==> config.mk <==
export PLATFORM = sky130hd
export DESIGN_NAME = xtal_freq_classifier
export DESIGN_NICKNAME = d
export VERILOG_FILES = /design/src/rtl/xfc_pkg.sv /design/src/rtl/xfc_ref_sync.sv /design/src/rtl/xfc_window_counter.sv /design/src/rtl/xfc_band_classifier.sv /design/src/rtl/xtal_freq_classifier.sv
export SDC_FILE = /design/constraint.sdc
export NUM_CORES = 1
export LEC_CHECK = 0
export BUFFER_PORTS_ARGS = -buffer_cell sky130_fd_sc_hd__clkbuf_2
export CORE_ASPECT_RATIO = 0.6
export CORE_MARGIN = 4
export CORE_UTILIZATION = 40
export CTS_CLUSTER_DIAMETER = 100
export DETAILED_ROUTE_END_ITERATION = 10
export MAX_ROUTING_LAYER = met4
export PLACE_DENSITY = 0.58
export SYNTH_ARGS = -nofsm -noshare
export SYNTH_HDL_FRONTEND = slang
export SYNTH_SLANG_ARGS = --single-unit
==> constraint.sdc <==
create_clock -name clk -period 9.7 [get_ports clk]
set_input_delay 0.97 -clock clk [delete_from_list [all_inputs] [get_ports clk]]
set_output_delay 0.97 -clock clk [all_outputs]
set_load 0.01 [all_outputs]
==> src/rtl/xfc_pkg.sv <==
// Shared types and band limits for the crystal frequency classifier.
// Assumes estimates are whole MHz carried in 8 bits.
package xfc_pkg;

    typedef enum logic [1:0] {
        XC_UNKNOWN = 2'b00,
        XC_LOW     = 2'b01,
        XC_HIGH    = 2'b10
    } xfc_class_e;

    localparam logic [7:0] LOW_NOM_MHZ  = 8'd26;
    localparam logic [7:0] HIGH_NOM_MHZ = 8'd40;

    // Band edges, inclusive
    localparam logic [7:0] LOW_MIN   = 8'd21;
    localparam logic [7:0] LOW_MAX   = 8'd31;
    localparam logic [7:0] LGUARD_MX = 8'd33;
    localparam logic [7:0] HGUARD_MX = 8'd35;
    localparam logic [7:0] HIGH_MAX  = 8'd45;

    typedef struct packed {
        xfc_class_e cls;
        logic       warn;
    } xfc_verdict_t;

endpackage

==> src/rtl/xfc_ref_sync.sv <==
// Brings the asynchronous reference clock into the main-clock domain
// through a two-flop synchroniser and flags each rising edge for one cycle.
// Assumes the reference is much slower than clk.
module xfc_ref_sync (
    input  logic clk,
    input  logic rst_n,
    input  logic ref_i,
    output logic rise_o
);
    logic [2:0] pipe_q;

    // Shift the reference through two sync stages and one history stage
    always_ff @(posedge clk) begin
        if (!rst_n) pipe_q <= '0;
        else        pipe_q <= {pipe_q[1:0], ref_i};
    end

    assign rise_o = pipe_q[1] & ~pipe_q[2];

    // detected edges are single-cycle pulses
    rise_single_chk: assert property (@(posedge clk) disable iff (!rst_n)
        rise_o |=> !rise_o);
endmodule

==> src/rtl/xfc_window_counter.sv <==
// Counts main-clock cycles across WIN reference periods after a start
// pulse. A start at any time clears and re-arms. fin_o pulses together
// with the final, saturated count.
module xfc_window_counter #(
    parameter int CNT_W = 16,
    parameter int WIN   = 10
) (
    input  logic             clk,
    input  logic             rst_n,
    input  logic             start_i,
    input  logic             rise_i,
    output logic             fin_o,
    output logic [CNT_W-1:0] count_o
);
    localparam int EW = $clog2(WIN + 1);
    localparam logic [CNT_W-1:0] CMAX = {CNT_W{1'b1}};
    localparam logic [EW-1:0]    ELAST = EW'(WIN - 1);

    typedef enum logic [1:0] {S_IDLE, S_ARM, S_MEAS} st_e;
    st_e              st_q;
    logic [CNT_W-1:0] cnt_q, cnt_nxt;
    logic [EW-1:0]    edg_q;

    assign cnt_nxt = (cnt_q == CMAX) ? CMAX : cnt_q + 1'b1;
    assign fin_o   = (st_q == S_MEAS) && rise_i && (edg_q == ELAST) && !start_i;
    assign count_o = cnt_nxt;

    // Sequence arm, measure and finish; start overrides everything
    always_ff @(posedge clk) begin
        if (!rst_n) begin
            st_q  <= S_IDLE;
            cnt_q <= '0;
            edg_q <= '0;
        end else if (start_i) begin
            st_q  <= S_ARM;
            cnt_q <= '0;
            edg_q <= '0;
        end else begin
            case (st_q)
                S_ARM: if (rise_i) begin
                    st_q  <= S_MEAS;
                    cnt_q <= '0;
                end
                S_MEAS: begin
                    cnt_q <= cnt_nxt;
                    if (rise_i) begin
                        if (edg_q == ELAST) st_q <= S_IDLE;
                        else                edg_q <= edg_q + 1'b1;
                    end
                end
                default: ;
            endcase
        end
    end


    no_wrap_chk: assert property (@(posedge clk) disable iff (!rst_n)
        (cnt_q == CMAX && !start_i) |=> (cnt_q == CMAX));

    restart_clear_chk: assert property (@(posedge clk) disable iff (!rst_n)
        start_i |=> (cnt_q == '0 && st_q == S_ARM));
endmodule

==> src/rtl/xfc_band_classifier.sv <==
// Converts a window cycle count to whole MHz and sorts it into bands.
// Assumes the reference period is REF_DIV/REF_MHZ microseconds.
module xfc_band_classifier
    import xfc_pkg::*;
#(
    parameter int CNT_W   = 16,
    parameter int WIN     = 10,
    parameter int REF_DIV = 256,
    parameter int REF_MHZ = 8
) (
    input  logic [CNT_W-1:0] count_i,
    output logic [7:0]       est_o,
    output xfc_verdict_t     verdict_o
);
    localparam int DIVISOR = WIN * REF_DIV / REF_MHZ;
    localparam logic [CNT_W-1:0] DIV_C = CNT_W'(DIVISOR);
    localparam logic [CNT_W-1:0] EST_SAT = CNT_W'(255);

    logic [CNT_W-1:0] quot;

    // Floor-divide the count and clamp it to the 8-bit estimate range
    always_comb begin
        quot  = count_i / DIV_C;
        est_o = (quot > EST_SAT) ? 8'hFF : quot[7:0];
    end

    // Map the estimate onto classes and warnings
    always_comb begin
        if (est_o >= LOW_MIN && est_o <= LOW_MAX)
            verdict_o = '{cls: XC_LOW, warn: 1'b0};
        else if (est_o > LOW_MAX && est_o <= LGUARD_MX)
            verdict_o = '{cls: XC_LOW, warn: 1'b1};
        else if (est_o > LGUARD_MX && est_o <= HGUARD_MX)
            verdict_o = '{cls: XC_HIGH, warn: 1'b1};
        else if (est_o > HGUARD_MX && est_o <= HIGH_MAX)
            verdict_o = '{cls: XC_HIGH, warn: 1'b0};
        else
            verdict_o = '{cls: XC_UNKNOWN, warn: 1'b1};
    end
endmodule

==> src/rtl/xtal_freq_classifier.sv <==
// Top: synchronises the reference, counts the window, classifies the
// estimate and registers all results on completion. It assumes clk is the
// oscillator under test and that exp_* are steady around start_i.
module xtal_freq_classifier
    import xfc_pkg::*;
#(
    parameter int CNT_W   = 16,
    parameter int WIN     = 10,
    parameter int REF_DIV = 256,
    parameter int REF_MHZ = 8
) (
    input  logic       clk,
    input  logic       rst_n,
    input  logic       ref_clk_i,
    input  logic       start_i,
    input  logic       exp_valid_i,
    input  logic       exp_sel_i,
    output logic       done_o,
    output logic [7:0] est_mhz_o,
    output logic [1:0] class_o,
    output logic       warn_o,
    output logic [7:0] freq_mhz_o,
    output logic       mismatch_o
);
    logic             rise;
    logic             fin;
    logic [CNT_W-1:0] count;
    logic [7:0]       est;
    xfc_verdict_t     verdict;
    logic             exp_v_q, exp_s_q;
    xfc_class_e       exp_cls;

    xfc_ref_sync u_sync (
        .clk(clk), .rst_n(rst_n), .ref_i(ref_clk_i), .rise_o(rise));

    xfc_window_counter #(.CNT_W(CNT_W), .WIN(WIN)) u_cnt (
        .clk(clk), .rst_n(rst_n), .start_i(start_i), .rise_i(rise),
        .fin_o(fin), .count_o(count));

    xfc_band_classifier #(.CNT_W(CNT_W), .WIN(WIN), .REF_DIV(REF_DIV),
                          .REF_MHZ(REF_MHZ)) u_cls (
        .count_i(count), .est_o(est), .verdict_o(verdict));

    assign exp_cls = exp_s_q ? XC_HIGH : XC_LOW;

    // Capture the configured expectation at each start
    always_ff @(posedge clk) begin
        if (!rst_n) begin
            exp_v_q <= 1'b0;
            exp_s_q <= 1'b0;
        end else if (start_i) begin
            exp_v_q <= exp_valid_i;
            exp_s_q <= exp_sel_i;
        end
    end

    // Register results on completion and hold them until the next one
    always_ff @(posedge clk) begin
        if (!rst_n) begin
            done_o     <= 1'b0;
            est_mhz_o  <= '0;
            class_o    <= XC_UNKNOWN;
            warn_o     <= 1'b0;
            freq_mhz_o <= '0;
            mismatch_o <= 1'b0;
        end else begin
            done_o <= fin;
            if (fin) begin
                est_mhz_o <= est;
                class_o   <= verdict.cls;
                warn_o    <= verdict.warn;
                if (exp_v_q) begin
                    freq_mhz_o <= exp_s_q ? HIGH_NOM_MHZ : LOW_NOM_MHZ;
                    mismatch_o <= (verdict.cls != exp_cls);
                end else begin
                    freq_mhz_o <= (verdict.cls == XC_HIGH) ? HIGH_NOM_MHZ : LOW_NOM_MHZ;
                    mismatch_o <= 1'b0;
                end
            end
        end
    end


    done_pulse_chk: assert property (@(posedge clk) disable iff (!rst_n)
        done_o |=> !done_o);

    hold_chk: assert property (@(posedge clk) disable iff (!rst_n)
        !done_o |-> ($stable(class_o) && $stable(est_mhz_o) && $stable(freq_mhz_o)));

    unknown_warn_chk: assert property (@(posedge clk) disable iff (!rst_n)
        (done_o && class_o == XC_UNKNOWN) |-> warn_o);

    fallback_chk: assert property (@(posedge clk) disable iff (!rst_n)
        (done_o && !exp_v_q && class_o != XC_HIGH) |-> (freq_mhz_o == LOW_NOM_MHZ && !mismatch_o));
endmodule

==> results.py, run 1 <==
metrics = {
    "floorplanning": {
        "fp.dieArea_um2": 10070,
        "floorplan.die.width_um": 126.9,
        "core.rowCount": 25,
        "die_h_um": 79.35,
        "initial_core_util_pct": 42.05,
        "boundaryPins": 27,
        "coreArea_um2": 8070,
    },
    "timing": {
        "slew_violations": 0,
        "setup_repair_after_global_routing_missed_its_margin": "no",
        "finalSetupViolCount": 0,
        "slew-limit-headroom_pct": 21.33,
        "fin_crit_ns": 5.779,
        "finalHoldViolations": 0,
        "final.hold.worst_slack_ns": 0.4390,
        "finalClockSkew_ns": 0.005310,
        "fin_crit_sh_pct": 59.58,
        "tns_ns": 0,
        "transition_time_at_the_pin_with_the_least_slew_margin_ns": 1.176,
        "fmax_ghz": 0.1730,
    },
    "cts": {
        "cts_buffers": 5,
        "h-tree-depth": 2,
        "cts_root_buf": "sky130_fd_sc_hd__clkbuf_16",
        "cts.reportedPaths.clkPinSlew_ns": 0.06,
        "cts_repair_resize_count": 0,
        "cts_hold_buffers": 0,
        "post_cts.repair.setup_buffers": 0,
        "cts.path.max_buffers": 2,
        "clk_latency_ns": 0.29,
        "tritoncts": "yes",
        "clkSinkCount": 43,
    },
    "synth": {
        "proportion_of_synthesized_flip_flops_having_asynchronous_set_or_reset_pct": 0,
        "synth.yosys.seq_area_share_pct": 25.37,
        "post_synthesis_average_cell_area_um2": 7.642,
        "area_of_the_mapped_netlist_um2": 3393,
        "yosysUniqueCellTypes": 76,
        "yosys.area_share.adder_pct": 1.696,
        "synth-warning-count": 0,
        "yosys.area_share.xor_xnor_pct": 3.577,
        "synth.area.mux_share_pct": 5.199,
        "synth_cells": 444,
        "post_synthesis_sequential_element_count": 43,
        "number_of_synthesized_flops_with_an_enable_pin": 0,
        "ys.flop_type": "sky130_fd_sc_hd__dfxtp_1",
        "synth-compound-area-share_pct": 28.58,
        "synth_top_family_by_area": "simple AND/OR/NAND/NOR gates",
        "synthSimpleGateAreaFrac_pct": 29.17,
    },
    "pwr": {
        "power_density_nw_per_um2": 98.59,
        "peakVddDrop_v": 0.00005164,
        "static-leakage-power_nw": 1.270,
        "fin_total_pwr_uw": 361.3,
    },
    "global_routing": {
        "antenna_found_initial": 0,
        "grt_overflow_total": 0,
        "wire_length_of_the_first_global_routing_pass_um": 16020,
        "grt_pass1_vias": 3037,
        "gr-usage-all-layers_pct": 20.05,
        "grt_max_degree": 22,
    },
    "cells_and_area": {
        "post_route_cells_drive_above_1_share_pct": 15.28,
        "postLayoutCoreUtil_pct": 45.41,
        "seqCellArea_um2": 860.8,
        "fillCellCount": 818,
        "multi_input_comb_area_um2": 2336,
        "n_diodes": 0,
        "syn2layout_area_growth_pct": 8.001,
        "fin_nets": 454,
    },
    "detailed_routing": {
        "drt.antenna.violating_nets": 0,
        "route.vias.total": 3386,
        "initialDrtViolationCount": 490,
        "remaining_drc_errors": 0,
        "wl_per_cell_um": 16.89,
        "detailedRoute.firstPassIterationCount": 5,
        "avgViaCountPerCell": 6.123,
        "postRouteWirelength_um": 9342,
    },
    "min_path": {
        "min-delay-path-class": "flop to flop",
    },
    "placement": {
        "io_buffer_count": 22,
        "global_placer_s_final_weighted_congestion": 0.9478,
        "dp.final_hpwl_um": 6874,
    },
    "critical_path": {
        "end_kind": "flop",
        "critPathLaunchType": "flop",
        "cp.required_ns": 9.88,
        "setup_crit_path_kind": "flop to flop",
        "crit_path_max_fanout": 11,
        "timing.critical_path.arrival_ns": 5.96,
    },
    "run": {
        "drv_cap": 0,
    },
    "outcome": {
        "run_status": "complete, no violations",
    },
}
-- placed cells by master (no fill, tap or decap), types with 6 or more instances in the layout --
cell type,instances
sky130_fd_sc_hd__a21oi_1,30
sky130_fd_sc_hd__a22oi_1,12
sky130_fd_sc_hd__a31oi_1,6
sky130_fd_sc_hd__and2_1,10
sky130_fd_sc_hd__buf_4,6
sky130_fd_sc_hd__clkbuf_2,22
sky130_fd_sc_hd__dfxtp_1,43
sky130_fd_sc_hd__inv_1,8
sky130_fd_sc_hd__mux2i_1,9
sky130_fd_sc_hd__nand2_1,39
sky130_fd_sc_hd__nand3_1,11
sky130_fd_sc_hd__nand4_1,14
sky130_fd_sc_hd__nor2_1,55
sky130_fd_sc_hd__nor3_1,9
sky130_fd_sc_hd__o211ai_1,6
sky130_fd_sc_hd__o21ai_0,23
sky130_fd_sc_hd__o21ai_1,8
sky130_fd_sc_hd__xnor2_1,8
-- synth_stat cells (4+ instances only) --
cell type                  number  share of area, %
sky130_fd_sc_hd__a211o_1        4               1.0
sky130_fd_sc_hd__a211oi_1       5               1.1
sky130_fd_sc_hd__a21oi_1       30               4.4
sky130_fd_sc_hd__a221oi_1       4               1.0
sky130_fd_sc_hd__a22oi_1       12               2.7
sky130_fd_sc_hd__a31oi_1        6               1.1
sky130_fd_sc_hd__a32oi_1        4               1.0
sky130_fd_sc_hd__and2_1        10               1.8
sky130_fd_sc_hd__and3_1         5              0.92
sky130_fd_sc_hd__buf_2         12               1.8
sky130_fd_sc_hd__buf_4          8               1.8
sky130_fd_sc_hd__clkbuf_1      17               1.9
sky130_fd_sc_hd__dfxtp_1       43                25
sky130_fd_sc_hd__inv_1          8              0.88
sky130_fd_sc_hd__mux2_2         5               1.7
sky130_fd_sc_hd__mux2i_1        9               2.7
sky130_fd_sc_hd__nand2_1       39               4.3
sky130_fd_sc_hd__nand2b_1       4              0.74
sky130_fd_sc_hd__nand3_1       11               1.6
sky130_fd_sc_hd__nand4_1       14               2.6
sky130_fd_sc_hd__nor2_1        55               6.1
sky130_fd_sc_hd__nor3_1         9               1.3
sky130_fd_sc_hd__nor4_1         6               1.1
sky130_fd_sc_hd__o211ai_1       6               1.3
sky130_fd_sc_hd__o21ai_0       23               3.4
sky130_fd_sc_hd__o21ai_1        8               1.2
sky130_fd_sc_hd__xnor2_1        8               2.1
sky130_fd_sc_hd__xor2_1         4               1.0
-- cell type report --
cell class,count,area share [%]
clock buffers,6,3.790
clock inverters,1,0.2390
inverters,8,0.8194
multi-input cells,359,63.74
flip-flops and latches,43,23.49
well taps,108,3.687
repair buffers,28,4.234
-- flip-flops by register name, summed over array words and instances (netlist names) --
name	count
class_o	2
exp_s_q	1
warn_o	1
done_o	1
exp_v_q	1
u_cnt.cnt_q	16
u_cnt.st_q	2
u_sync.pipe_q	3
u_cnt.edg_q	4
mismatch_o	1
est_mhz_o	8
freq_mhz_o	3
-- power breakdown --
group	internal, mW	switching, mW	leakage (nW)	total, mW
Combinational	0.00221	0.00634	0.849	0.00855
Clock	0.102	0.0718	0.0733	0.174
Sequential	0.178	0.00102	0.347	0.179
-- kinds of logic (layout without fill, tap and decap cells) --
| family | count (synthesis) | after routing |
|---|---|---|
| AND/OR/NAND/NOR | 186 | 186 |
| AO/OA/AOI/OAI | 135 | 135 |
| buffers and inverters | 45 | 43 |
| flip-flops | 43 | 43 |
| multiplexers | 16 | 16 |
| XOR/XNOR | 13 | 13 |
| adder cells (fa/ha/maj) | 5 | 5 |
| other | 1 | 4 |
-- final timing paths --
check	startpoint	to	slack (ns)	cells after the start
worst max-delay path	u_cnt.cnt_q[0]	warn_o	3.92	15
worst min-delay path	u_sync.pipe_q[0]	u_sync.pipe_q[1]	0.44	1
worst max register to register	u_cnt.cnt_q[0]	warn_o	3.92	15
worst min register to register	u_sync.pipe_q[0]	u_sync.pipe_q[1]	0.44	1
-- metrics by stage --
| stage | setup slack [ns] | std cells | cell area [µm²] |
|---|---|---|---|
| final | 3.921 | 553 | 3665 |
| after global routing | 3.311 | 553 | 3665 |
| after CTS | 3.963 | 553 | 3665 |
| after detailed placement | 4.022 | 546 | 3517 |
| after global placement | 4.300 | 546 | 3517 |
| after floorplan | 5.731 | 447 | 3405 |
-- worst max-delay path, stage by stage, from the launching register on --
cell and delay, ns:
sky130_fd_sc_hd__dfxtp_1 0.42, sky130_fd_sc_hd__ha_1 0.29, sky130_fd_sc_hd__nand4_1 0.48, sky130_fd_sc_hd__nor4_2 0.53, sky130_fd_sc_hd__mux2i_1 0.79, sky130_fd_sc_hd__nor2_2 0.20
sky130_fd_sc_hd__a221oi_2 0.41, sky130_fd_sc_hd__o211ai_2 0.20, sky130_fd_sc_hd__and2_4 0.21, sky130_fd_sc_hd__a32oi_1 0.82, sky130_fd_sc_hd__maj3_1 0.35, sky130_fd_sc_hd__nor3_2 0.05
sky130_fd_sc_hd__a311oi_2 0.35, sky130_fd_sc_hd__nand4b_1 0.22, sky130_fd_sc_hd__a31oi_1 0.11, sky130_fd_sc_hd__o221a_1 0.23
-- routing by layer --
metal / track usage [%] / routed length, µm
met1: 30.78 / 4947
met2: 26.58 / 3657
met3: 4.099 / 667
met4: 3.961 / 70
met5: - / 0
Power figures use the tool's default switching activity.
==> inputs of run 2 (changes only) <==
--- a/config.mk
+++ b/config.mk
@@ -5,6 +5,7 @@
 export SDC_FILE = /design/constraint.sdc
 export NUM_CORES = 1
 export LEC_CHECK = 0
+export ABC_AREA = 1
 export BUFFER_PORTS_ARGS = -buffer_cell sky130_fd_sc_hd__clkbuf_2
 export CORE_ASPECT_RATIO = 0.6
 export CORE_MARGIN = 4
@@ -12,7 +13,7 @@
 export CTS_CLUSTER_DIAMETER = 100
 export DETAILED_ROUTE_END_ITERATION = 10
 export MAX_ROUTING_LAYER = met4
-export PLACE_DENSITY = 0.58
+export PLACE_DENSITY = 0.61
 export SYNTH_ARGS = -nofsm -noshare
 export SYNTH_HDL_FRONTEND = slang
 export SYNTH_SLANG_ARGS = --single-unit
==> constraint.sdc (replaced) <==
create_clock -name clk -period 5.2 [get_ports clk]
set_input_delay 0.52 -clock clk [delete_from_list [all_inputs] [get_ports clk]]
set_output_delay 0.52 -clock clk [all_outputs]
set_load 0.01 [all_outputs]
==> run 2 against run 1 <==
Effect of this change:
- sequential power grew 87%
- cell area decreased by 10%
- worst hold slack got worse by 0.033 ns
- register-to-register slack got worse by 3.1 ns
- via count shrank 17%
- sequential share of layout area grew 2.7 points
- highest routed layer unchanged
- largest cell class unchanged
- clock power is 110% higher
- global-route usage fell by 2.2 points
==> results.py, run 2 <==
metrics = {
    "global_routing": {
        "grt_overflow_total": 0,
        "grt_max_degree": 22,
        "wire_length_of_the_first_global_routing_pass_um": 12080,
        "grt_pass1_vias": 2385,
        "gr-usage-all-layers_pct": 17.84,
        "antenna_found_initial": 0,
    },
    "synth": {
        "area_of_the_mapped_netlist_um2": 2935,
        "ys.flop_type": "sky130_fd_sc_hd__dfxtp_1",
        "synth_largest_area_cell": "sky130_fd_sc_hd__dfxtp_1",
        "synth-warning-count": 0,
        "synth_cells": 448,
        "post_synthesis_sequential_element_count": 43,
        "synth.area.top_cells": "sky130_fd_sc_hd__dfxtp_1 (29%), sky130_fd_sc_hd__nand2_1 (16%), sky130_fd_sc_hd__inv_1 (6.3%), sky130_fd_sc_hd__nor2_1 (5.0%), sky130_fd_sc_hd__a21oi_1 (4.9%)",
        "yosysUniqueCellTypes": 38,
        "cell_with_the_most_instances_after_synthesis": "sky130_fd_sc_hd__nand2_1",
        "post-synth-top-area-fraction_pct": 29.33,
        "synth.yosys.seq_area_share_pct": 29.33,
        "number_of_synthesized_flops_with_an_enable_pin": 0,
        "proportion_of_synthesized_flip_flops_having_asynchronous_set_or_reset_pct": 0,
        "post_synthesis_average_cell_area_um2": 6.552,
        "yosys-top-cells-count": "sky130_fd_sc_hd__nand2_1 (128), sky130_fd_sc_hd__inv_1 (49), sky130_fd_sc_hd__dfxtp_1 (43)",
    },
    "critical_path": {
        "critPathLaunchType": "flop",
        "cp.required_ns": 5.37,
        "critical_path.most_common_cell": "sky130_fd_sc_hd__nand2_1",
        "setup_crit_path_kind": "flop to flop",
        "rrSetupSlack_ns": 0.79,
        "timing.critical_path.slowest_stage_cell": "sky130_fd_sc_hd__dfxtp_1",
        "end_kind": "flop",
        "timing.critical_path.slowest_cell_delay_ns": 0.42,
        "timing.critical_path.arrival_ns": 4.58,
        "crit_path_max_fanout": 10,
    },
    "cells_and_area": {
        "syn2layout_area_growth_pct": 12.19,
        "post_route_cells_drive_above_1_share_pct": 20.17,
        "registers_with_the_most_flip_flops": "u_cnt.cnt_q x16, est_mhz_o x8, u_cnt.edg_q x4",
        "n_diodes": 0,
        "most_common_cell_after_layout_fill_and_taps_aside": "sky130_fd_sc_hd__nand2_1",
        "fillCellCount": 707,
        "largest_register_ffs": 16,
        "fin_nets": 479,
        "layout_common_cells": "sky130_fd_sc_hd__nand2_1 (128), sky130_fd_sc_hd__inv_1 (49), sky130_fd_sc_hd__dfxtp_1 (43)",
        "postLayoutCoreUtil_pct": 47.68,
        "largest_register": "u_cnt.cnt_q",
    },
    "cts": {
        "cts_hold_buffers": 0,
        "clk_latency_ns": 0.29,
        "cts_buffers": 5,
        "tritoncts": "yes",
        "clkSinkCount": 43,
        "post_cts.repair.setup_buffers": 0,
        "cts.path.max_buffers": 2,
        "cts_root_buf": "sky130_fd_sc_hd__clkbuf_16",
        "cts.reportedPaths.clkPinSlew_ns": 0.06,
        "h-tree-depth": 2,
        "cts_repair_resize_count": 0,
    },
    "detailed_routing": {
        "remaining_drc_errors": 0,
        "initialDrtViolationCount": 294,
        "drt.antenna.violating_nets": 0,
        "route.vias.total": 2811,
        "avgViaCountPerCell": 5.038,
        "detailedRoute.firstPassIterationCount": 5,
        "postRouteWirelength_um": 7254,
        "wl_per_cell_um": 13.00,
    },
    "floorplanning": {
        "boundaryPins": 27,
        "coreArea_um2": 6907,
        "core.rowCount": 23,
        "die_h_um": 74.36,
        "floorplan.die.width_um": 118.6,
        "fp.dieArea_um2": 8818,
        "initial_core_util_pct": 42.50,
    },
    "pwr": {
        "fin_total_pwr_uw": 720.9,
        "static-leakage-power_nw": 1.614,
        "peakVddDrop_v": 0.00009676,
        "power_density_nw_per_um2": 218.9,
    },
    "outcome": {
        "run_status": "complete, no violations",
    },
    "timing": {
        "slew-limit-headroom_pct": 20.53,
        "finalSetupViolCount": 0,
        "setup_repair_after_global_routing_missed_its_margin": "no",
        "finalClockSkew_ns": 0.003971,
        "fmax_ghz": 0.2266,
        "finalHoldViolations": 0,
        "fin_crit_sh_pct": 84.86,
        "slew_violations": 0,
        "fin_crit_ns": 4.413,
        "transition_time_at_the_pin_with_the_least_slew_margin_ns": 1.188,
        "tns_ns": 0,
    },
    "run": {
        "drv_cap": 0,
    },
    "min_path": {
        "min-delay-path-class": "input pin to flop",
    },
    "placement": {
        "io_buffer_count": 22,
        "global_placer_s_final_weighted_congestion": 0.9306,
        "dp.final_hpwl_um": 5685,
    },
}
[run 2: cell types whose count changed after synthesis, moves of 12 or more]
| cell | before | now |
|---|---|---|
| sky130_fd_sc_hd__a22oi_1 | 12 | 0 |
| sky130_fd_sc_hd__inv_1 | 8 | 49 |
| sky130_fd_sc_hd__inv_2 | 0 | 12 |
| sky130_fd_sc_hd__nand2_1 | 39 | 128 |
| sky130_fd_sc_hd__nand2_2 | 1 | 15 |
| sky130_fd_sc_hd__nand3_1 | 11 | 29 |
| sky130_fd_sc_hd__nor2_1 | 55 | 39 |
[run 2: layout make-up]
class                      instances  area (µm²)  share of cell area [%]
multi-input combinational        335        1797                   54.56
sequential                        43       860.8                   26.14
inverter                          61       229.0                   6.953
clock buffer                       5       125.1                   3.799
timing repair buffer              24       125.1                   3.799
tap                               87       108.9                   3.305
clock inverter                     3       47.55                   1.444
[run 2: per-layer routing]
metal,vias up,wire length [µm],GRT usage [%]
met2,89,2529,21.13
met4,0,79,5.006
met3,7,512,4.103
met1,1235,4132,28.37
li1,1480,-,-
met5,-,0,-
[run 2: path summary, 6_finish.rpt]
path	from	to	cells past startpoint
worst max-delay path	u_cnt.cnt_q[0]	mismatch_o	38
worst min register to register	u_sync.pipe_q[0]	u_sync.pipe_q[1]	2
worst max register to register	u_cnt.cnt_q[0]	mismatch_o	38
worst min-delay path	ref_clk_i	u_sync.pipe_q[0]	3
[run 2: cell families (layout without fill, tap and decap cells)]
kind of cell / count (synthesis) / in the layout / synth area share, %
AND/OR/NAND/NOR: 259 / 259 / 44.46
adder cells (fa/ha/maj): 3 / 3 / 1.279
buffers and inverters: 73 / 93 / 10.02
XOR/XNOR: 6 / 6 / 1.791
flip-flops: 43 / 43 / 29.33
other: 1 / 4 / 0.1278
AO/OA/AOI/OAI: 63 / 63 / 13.00
[run 2: worst max-delay path: cells and delay by family (launching register included)]
family | cells | cell delay (ns)
flops | 1 | 0.42
simple gates | 32 | 3.14
buf+inv | 3 | 0.20
compound gates | 2 | 0.31
fa+ha+maj | 1 | 0.23
[run 2: stage by stage]
step	instances	setup WS, ns	area (µm²)	hold slack [ns]
2_1_floorplan	451	1.427	2947	0.3905
3_3_place_gp	550	0.9289	3120	0.3985
3_5_place_dp	550	0.8448	3120	0.4020
4_1_cts	558	0.8228	3293	0.4031
5_1_grt	558	0.2463	3293	0.4145
6_report	558	0.7872	3293	0.4063
[run 2: where the power goes]
group          switching (mW)  internal (mW)
Combinational          0.0138        0.00377
Sequential            0.00157          0.332
Clock                   0.141          0.229
